## src/rtl/bru_pkg.sv

```systemverilog
`timescale 1ns/1ps
package bru_pkg;
   typedef enum logic [2:0] {
      BK_NONE = 3'd0,
      BK_JUMP = 3'd1,
      BK_LT   = 3'd2,
      BK_CALL = 3'd3,
      BK_REG  = 3'd4,
      BK_CBZ  = 3'd5
   } br_kind_e;
endpackage

```

## src/rtl/bru_offset_tgt.sv

```systemverilog
`timescale 1ns/1ps
module bru_offset_tgt #(
   parameter int XLEN  = 64,
   parameter int OFF_W = 26,
   parameter int SHIFT = 2
) (
   input  logic [XLEN-1:0]  base,
   input  logic [OFF_W-1:0] off,
   output logic [XLEN-1:0]  tgt
);
   localparam int EXT_W = XLEN - OFF_W - SHIFT;

   if (EXT_W < 1) begin : g_bad_width
      $error("bru_offset_tgt: offset plus shift must be narrower than XLEN");
   end
   if (SHIFT < 0) begin : g_bad_shift
      $error("bru_offset_tgt: SHIFT must not be negative");
   end

   if (SHIFT == 0) begin : g_noshift
      assign tgt = base + {{EXT_W{off[OFF_W-1]}}, off};
   end else begin : g_shift
      assign tgt = base + {{EXT_W{off[OFF_W-1]}}, off, {SHIFT{1'b0}}};
   end
endmodule

```

## src/rtl/bru_cond.sv

```systemverilog
`timescale 1ns/1ps
module bru_cond
   import bru_pkg::*;
#(
   parameter int XLEN = 64
) (
   input  logic [2:0]      kind,
   input  logic [XLEN-1:0] reg_val,
   input  logic            flag_n,
   input  logic            flag_v,
   output logic            is_xfer,
   output logic            cond_met
);
   always_comb begin
      is_xfer  = 1'b1;
      cond_met = 1'b0;
      case (kind)
         BK_JUMP, BK_CALL, BK_REG: cond_met = 1'b1;
         BK_LT:                    cond_met = flag_n ^ flag_v;
         BK_CBZ:                   cond_met = (reg_val == '0);
         default:                  is_xfer  = 1'b0;
      endcase
   end
endmodule

```

## src/rtl/pc_redirect_unit.sv

```systemverilog
`timescale 1ns/1ps
module pc_redirect_unit
   import bru_pkg::*;
#(
   parameter int XLEN     = 64,
   parameter int LONG_W   = 26,
   parameter int SHORT_W  = 19,
   parameter int ALIGN_SH = 2,
   parameter int IDX_W    = 5,
   parameter int LINK_IDX = 30,
   parameter int STEP     = 4,
   parameter logic [XLEN-1:0] RESET_PC = '0
) (
   input  logic               clk,
   input  logic               rst,
   input  logic               in_valid,
   input  logic [2:0]         br_kind,
   input  logic [LONG_W-1:0]  off_long,
   input  logic [SHORT_W-1:0] off_short,
   input  logic [XLEN-1:0]    reg_val,
   input  logic               flag_n,
   input  logic               flag_v,
   output logic [XLEN-1:0]    pc,
   output logic [XLEN-1:0]    next_pc,
   output logic               taken,
   output logic               link_we,
   output logic [IDX_W-1:0]   link_idx,
   output logic [XLEN-1:0]    link_data
);
   localparam logic [XLEN-1:0]  STEP_V = XLEN'(STEP);
   localparam logic [IDX_W-1:0] LINK_V = IDX_W'(LINK_IDX);

   if (LINK_IDX >= (1 << IDX_W)) begin : g_bad_link
      $error("pc_redirect_unit: LINK_IDX does not fit in IDX_W bits");
   end
   if (STEP < 1) begin : g_bad_step
      $error("pc_redirect_unit: STEP must be positive");
   end

   logic [XLEN-1:0] pc_q, pend_q, seq_pc, tgt_long, tgt_short, tgt_sel;
   logic            slot_q, redir_q, is_xfer, cond_met, live;

   bru_offset_tgt #(.XLEN(XLEN), .OFF_W(LONG_W), .SHIFT(ALIGN_SH)) u_long (
      .base(pc_q), .off(off_long), .tgt(tgt_long)
   );
   bru_offset_tgt #(.XLEN(XLEN), .OFF_W(SHORT_W), .SHIFT(ALIGN_SH)) u_short (
      .base(pc_q), .off(off_short), .tgt(tgt_short)
   );
   bru_cond #(.XLEN(XLEN)) u_cond (
      .kind(br_kind), .reg_val(reg_val), .flag_n(flag_n), .flag_v(flag_v),
      .is_xfer(is_xfer), .cond_met(cond_met)
   );

   assign seq_pc = pc_q + STEP_V;
   assign live   = in_valid & ~slot_q;
   assign taken  = live & cond_met;

   always_comb begin
      case (br_kind)
         BK_JUMP, BK_CALL: tgt_sel = tgt_long;
         BK_LT, BK_CBZ:    tgt_sel = tgt_short;
         BK_REG:           tgt_sel = reg_val;
         default:          tgt_sel = seq_pc;
      endcase
   end

   assign next_pc   = redir_q ? pend_q : seq_pc;
   assign pc        = pc_q;
   assign link_we   = live & (br_kind == BK_CALL);
   assign link_idx  = LINK_V;
   assign link_data = seq_pc;

   always_ff @(posedge clk) begin
      if (rst) begin
         pc_q    <= RESET_PC;
         pend_q  <= RESET_PC;
         slot_q  <= 1'b0;
         redir_q <= 1'b0;
      end else begin
         pc_q    <= next_pc;
         slot_q  <= live & is_xfer;
         redir_q <= taken;
         if (taken) pend_q <= tgt_sel;
      end
   end


   reset_state_chk: assert property (@(posedge clk) rst |=> (pc == RESET_PC));


   slot_fetch_chk: assert property (@(posedge clk) disable iff (rst)
      (in_valid && is_xfer && !slot_q) |=> (pc == $past(pc) + STEP_V));


   redirect_chk: assert property (@(posedge clk) disable iff (rst)
      taken |=> ##1 (pc == $past(tgt_sel, 2)));


   slot_quiet_chk: assert property (@(posedge clk) disable iff (rst)
      $past(taken) |-> (!taken && !link_we));


   link_taken_chk: assert property (@(posedge clk) disable iff (rst)
      link_we |-> (taken && link_idx == LINK_V));
endmodule

```

## config.mk

```make
export PLATFORM = sky130hd
export DESIGN_NAME = pc_redirect_unit
export DESIGN_NICKNAME = d
export VERILOG_FILES = /design/src/rtl/bru_pkg.sv /design/src/rtl/bru_offset_tgt.sv /design/src/rtl/bru_cond.sv /design/src/rtl/pc_redirect_unit.sv
export SDC_FILE = /design/constraint.sdc
export NUM_CORES = 1
export LEC_CHECK = 0
export BUFFER_PORTS_ARGS = -buffer_cell sky130_fd_sc_hd__buf_2
export CAP_MARGIN = 20
export CORE_MARGIN = 2
export CORE_UTILIZATION = 52
export CTS_CLUSTER_SIZE = 24
export DETAILED_ROUTE_END_ITERATION = 7
export HOLD_SLACK_MARGIN = 0.15
export PLACE_DENSITY = 0.89
export SYNTH_ARGS = -nofsm -noshare
export SYNTH_HDL_FRONTEND = slang
export SYNTH_SLANG_ARGS = --single-unit
```

## constraint.sdc

```tcl
create_clock -name clk -period 8.04 [get_ports clk]
set_input_delay 2.01 -clock clk [delete_from_list [all_inputs] [get_ports clk]]
set_output_delay 2.01 -clock clk [all_outputs]
set_load 0.1 [all_outputs]
```

### Word level (Yosys, flattened, before mapping)

Cells that the tools add are included.

* logic and storage cells: 27
* flip-flop bits (word level): 130
* bits of input ports: 117

* bitwise gates (word level): 6
* reductions and logical operators: 5
* add/sub/neg operators: 3
* equality and inequality tests: 5
* muxes and demuxes: 4

Operator list (count)
* $pmux W64 S3: 1
* $add A64 B64 Y64: 2
* $add A64 B3 Y64 const B: 1
* $logic_not A64 Y1: 1
* $mux W64: 1
* $eq A3 B2 Y1 const B: 2
* $eq A3 B3 Y1 const B: 2
* $reduce_or A5 Y1: 1
* $and A1 B1 Y1: 4
* $reduce_or A2 Y1: 2
* $eq A3 B1 Y1 const B: 1
* $pmux W1 S3: 1
* $reduce_or A3 Y1: 1
* $mux W1: 1
* $not A1 Y1: 1
* $xor A1 B1 Y1: 1

### Depth between registers and ports, before layout

* word-level depth: 4
* gate-level depth with buffers: 21
* mapped depth without buffers: 18

### By module

Synthesis repeated with hierarchy kept, for this count alone.

* cells, all modules: 2032
* area total of the unflattened synthesis: 15377.2 um^2

By module, submodules not included
* pc_redirect_unit: area an instance 7932.6 um^2, cells each 958, instances 1, sequential area each 2602.5 um^2
* bru_offset_tgt (u_short): area an instance 3771.1 um^2, cells each 538, instances 1, sequential area each 0.0 um^2
* bru_offset_tgt (u_long): area an instance 3463.3 um^2, cells each 504, instances 1, sequential area each 0.0 um^2
* bru_cond: area an instance 210.2 um^2, cells each 32, instances 1, sequential area each 0.0 um^2

### Least setup slack after synthesis

Ideal clock, no wire load.

* kind: register to output
* start: register pc_q[2], in the netlist pc[2]
* end: output port next_pc[53]
* data required time: 6030 ps
* slack: -691 ps
* stages on the path, launching flop included: 11
* arrival: 6721 ps
* cells stage by stage: dfxtp_1 > inv_1 > nor3_2 > nand4_4 > or3_1 > buf_2 > or4_4 > buf_6 > xnor2_1 > nor2_1 > nor2_1

* cells in the longest elaborated chain, start to end: 2

RTL lines
* start, declared: line pc_redirect_unit.sv:40 `logic [XLEN-1:0] pc_q, pend_q, seq_pc, tgt_long, tgt_short, tgt_sel;`
* start signal, assigned: line pc_redirect_unit.sv:80 `pc_q <= next_pc;`
* $add A64 B3 Y64: line pc_redirect_unit.sv:54 `assign seq_pc = pc_q + STEP_V;`
* named net link_data[53]: line pc_redirect_unit.sv:28 `output logic [XLEN-1:0] link_data`
* $mux W64: line pc_redirect_unit.sv:67 `assign next_pc = redir_q ? pend_q : seq_pc;`
* end, declared: line pc_redirect_unit.sv:24 `output logic [XLEN-1:0] next_pc,`

The timed path passes the listed nets, and every way through them passes these cells.

### Worst setup path after layout

* start: input port br_kind[0]
* end: output port taken

* cells in the longest elaborated chain, start to end: 4

RTL lines
* start, declared: line pc_redirect_unit.sv:17 `input logic [2:0] br_kind,`
* $eq A3 B2 Y1, or another cell as far along: line bru_cond.sv:17 `case (kind)`
* $reduce_or A3 Y1
* $pmux W1 S3 *: line bru_cond.sv:17
* $and A1 B1 Y1 *: line pc_redirect_unit.sv:56 `assign taken = live & cond_met;`
* end, declared: line pc_redirect_unit.sv:25 `output logic taken,`

Mark *: on every way between the ends. The rest lies on a longest branch, timed or not.

==> impl_metrics.csv <==
group,metric,value,unit
setup_path,cp-start-kind,"input pin",
sta,min_period,6.75,ns
sta,worst_slew_pin_slew,1.08,ns
sta,hold_viol,0,
floorplan,die_w,150,um
clock_tree,clkTransAtPathRegs,0.06,ns
setup_path,end_kind,"primary output",
floorplan,die_h,150,um
synthesis,syn-instance-count,1456,
cells_and_area,stdcell_area,13300,um^2
floorplan,ios,316,
pwr,power_density,158,nW/um^2
grt,grt-ovfl-total,0,
job,cap_violations,0,
placement,dpl.hpwl,30500,um
clock_tree,cts_tree,"built",
synthesis,synth_edf_count,0,
clock_tree,ctsResizeCount,0,
drt,drtIter0Drc,1182,
sta,skew,0.0113,ns
cells_and_area,final_nets,1891,
clock_tree,post-cts-setup-buffers,0,
placement,gp_congestion,1.02,
clock_tree,cts_buffer_depth,2,
drt,via_per_inst,6.23,
cells_and_area,n_fill_cell,1885,
sta,drv_slew,0,
drt,avgRoutedWirePerCell,20.3,um
floorplan,rows,53,
clock_tree,cts_made_buffers,17,
setup_path,crit_arrival,4.74,ns
floorplan,coreArea,21000,um^2
hold_path,hold_class,"reg2reg",
setup_path,path_class,"in2out",
drt,vias,12400,
grt,track_usage,0.349,
drt,routed_wl,40400,um
grt,antenna_found_initial,3,
grt,grt_pass1_vias,11600,
clock_tree,cts_num_sinks,130,
drt,final_antenna_net_count,0,
synthesis,ys_async_sr_fraction,0,
synthesis,synth_top_flop_cell,"dfxtp_1",
pwr,power_leakage,6.47,nW
synthesis,ys_warn_count,0,
setup_path,cp_max_fo,19,
cells_and_area,seq_area,2600,um^2
placement,portBuffers,310,
synthesis,seq_area_frac_synth,0.234,
setup_path,worstPathRequired,6.03,ns
synthesis,yosys_register_bits,130,
grt,grt_pass1_wl,62200,um
clock_tree,clk_latency,0.43,ns
synthesis,syn-mean-instance-area,7.62,um^2
sta,relSlewSlack,0.279,
grt,grt_max_degree,100,
drt,drc,0,
floorplan,start_util,0.530,
cells_and_area,multi_input_area,8060,um^2
clock_tree,h-tree-depth,4,
synthesis,syn_area,11100,um^2
cells_and_area,syn_to_final_growth,19.8,%
placement,placedInstanceArea,12700,um^2
sta,period_share,0.839,
floorplan,die_area,22500,um^2
sta,setup_viol,0,
pwr,vdd_drop_max,0.127,mV
clock_tree,root_buffer,"clkbuf_16",
synthesis,synth_cell_type_count,72,
status,status,"finished, final reports clean",
sta,tns,0,ns
sta,fmax,148,MHz
clock_tree,cts_hold_buf,0,
sta,rsz0062_at_grt,"no",
cells_and_area,drive_above_1_share,0.257,
drt,dr.pass1.iters,6,
metrics by stage:
stage | hold WS (ns) | setup WS [ns] | utilization | total power, mW | std cells
floorplan | 0.428 | 0.0192 | - | 1.18 | 1459
global placement | 0.444 | 1.32 | 0.608 | 1.33 | 1958
detailed placement | 0.453 | 1.25 | 0.608 | 1.33 | 1958
CTS | 0.461 | 1.26 | 0.635 | 2.09 | 1990
global route | 0.480 | 1.12 | 0.635 | 2.17 | 1992
finish | 0.458 | 1.29 | 0.635 | 2.11 | 1992
layout by cell type (no fill, tap or decap), drive strengths merged, types with 35 or more instances in the layout:
master and n:
buf 321, nand2 162, nor2 132, dfxtp 130, a21oi 105, ha 71, xnor2 68, nor2b 66
nor3 65, mux2 62, nand3 53, o21ai 50, a21o 45, xor2 45, nand4 39, a221oi 35
metal layers:
layer | track usage | part of all wire
met3 | 0.0685 | 0.093
met5 | 0 | 0.00025
met1 | 0.460 | 0.41
met4 | 0.171 | 0.046
met2 | 0.546 | 0.45
Yosys cell counts (all sizes together) (8+ instances only):
master / count / share of area
nand4: 39 / 0.024
o211ai: 22 / 0.015
nor2: 132 / 0.048
mux2: 62 / 0.063
and2: 11 / 0.0062
xnor2: 68 / 0.054
o21a: 8 / 0.0054
a21oi: 105 / 0.047
a221oi: 35 / 0.028
and3: 16 / 0.0090
dfxtp: 130 / 0.23
inv: 25 / 0.0085
a211oi: 17 / 0.011
nor3: 65 / 0.030
o21bai: 10 / 0.0068
nand2: 162 / 0.055
buf: 13 / 0.0079
nand3: 53 / 0.024
ha: 71 / 0.080
nand2b: 12 / 0.0068
mux2i: 12 / 0.011
nor2b: 66 / 0.037
xor2: 45 / 0.039
o21ai: 50 / 0.023
a31oi: 13 / 0.0073
nor4: 20 / 0.013
clkbuf: 84 / 0.028
a21o: 45 / 0.030
report_power, final:
part / internal (mW) / total [mW] / switching (mW) / leakage, nW
sequential: 0.674 / 0.701 / 0.0273 / 1.06
clock: 0.449 / 0.772 / 0.323 / 0.269
combinational: 0.172 / 0.633 / 0.461 / 5.15
total: 1.29 / 2.11 / 0.811 / 6.47
cell families (layout without fill, tap and decap cells):
family / Yosys count / in the layout / share of synthesized area
mux: 74 / 74 / 0.0737
xor+xnor: 113 / 113 / 0.0925
fa+ha+maj: 72 / 72 / 0.0818
compound gates: 343 / 343 / 0.203
flops: 130 / 130 / 0.234
buf+inv: 123 / 379 / 0.0451
other cells: 2 / 7 / 0.000676
simple gates: 599 / 599 / 0.269
worst max-delay path, cell delays in order:
cell      delay, ns
buf_2          0.35
clkinv_1       0.44
nor4_1         0.48
nand4_1        0.15
nor4_1         0.37
nor3_1         0.08
or2_2          0.32
inv_2          0.10
buf_2          0.43
worst paths after layout:
check | end | from | cells after the start | slack, ns
max | taken | br_kind[0] | 9 | 1.29
min | pend_q[5] | pend_q[5] | 2 | 0.46
max reg2reg | pc[58] | pc[2] | 10 | 4.06
min reg2reg | pend_q[5] | pend_q[5] | 2 | 0.46
cell type report:
| class | count | share of cell area |
|---|---|---|
| timing repair buffer | 321 | 0.123 |
| tap | 275 | 0.0259 |
| antenna | 2 | 0.000376 |
| sequential | 130 | 0.196 |
| multi-input combinational | 1206 | 0.606 |
| inverter | 26 | 0.00733 |
| clock buffer | 23 | 0.0359 |
| clock inverter | 9 | 0.00611 |
flip-flops by register name, summed over array words and instances, names as in the netlist:
register and flops:
slot_q 1, pend_q 64, redir_q 1, pc 64
No activity file was read; power rests on OpenSTA's default activity.
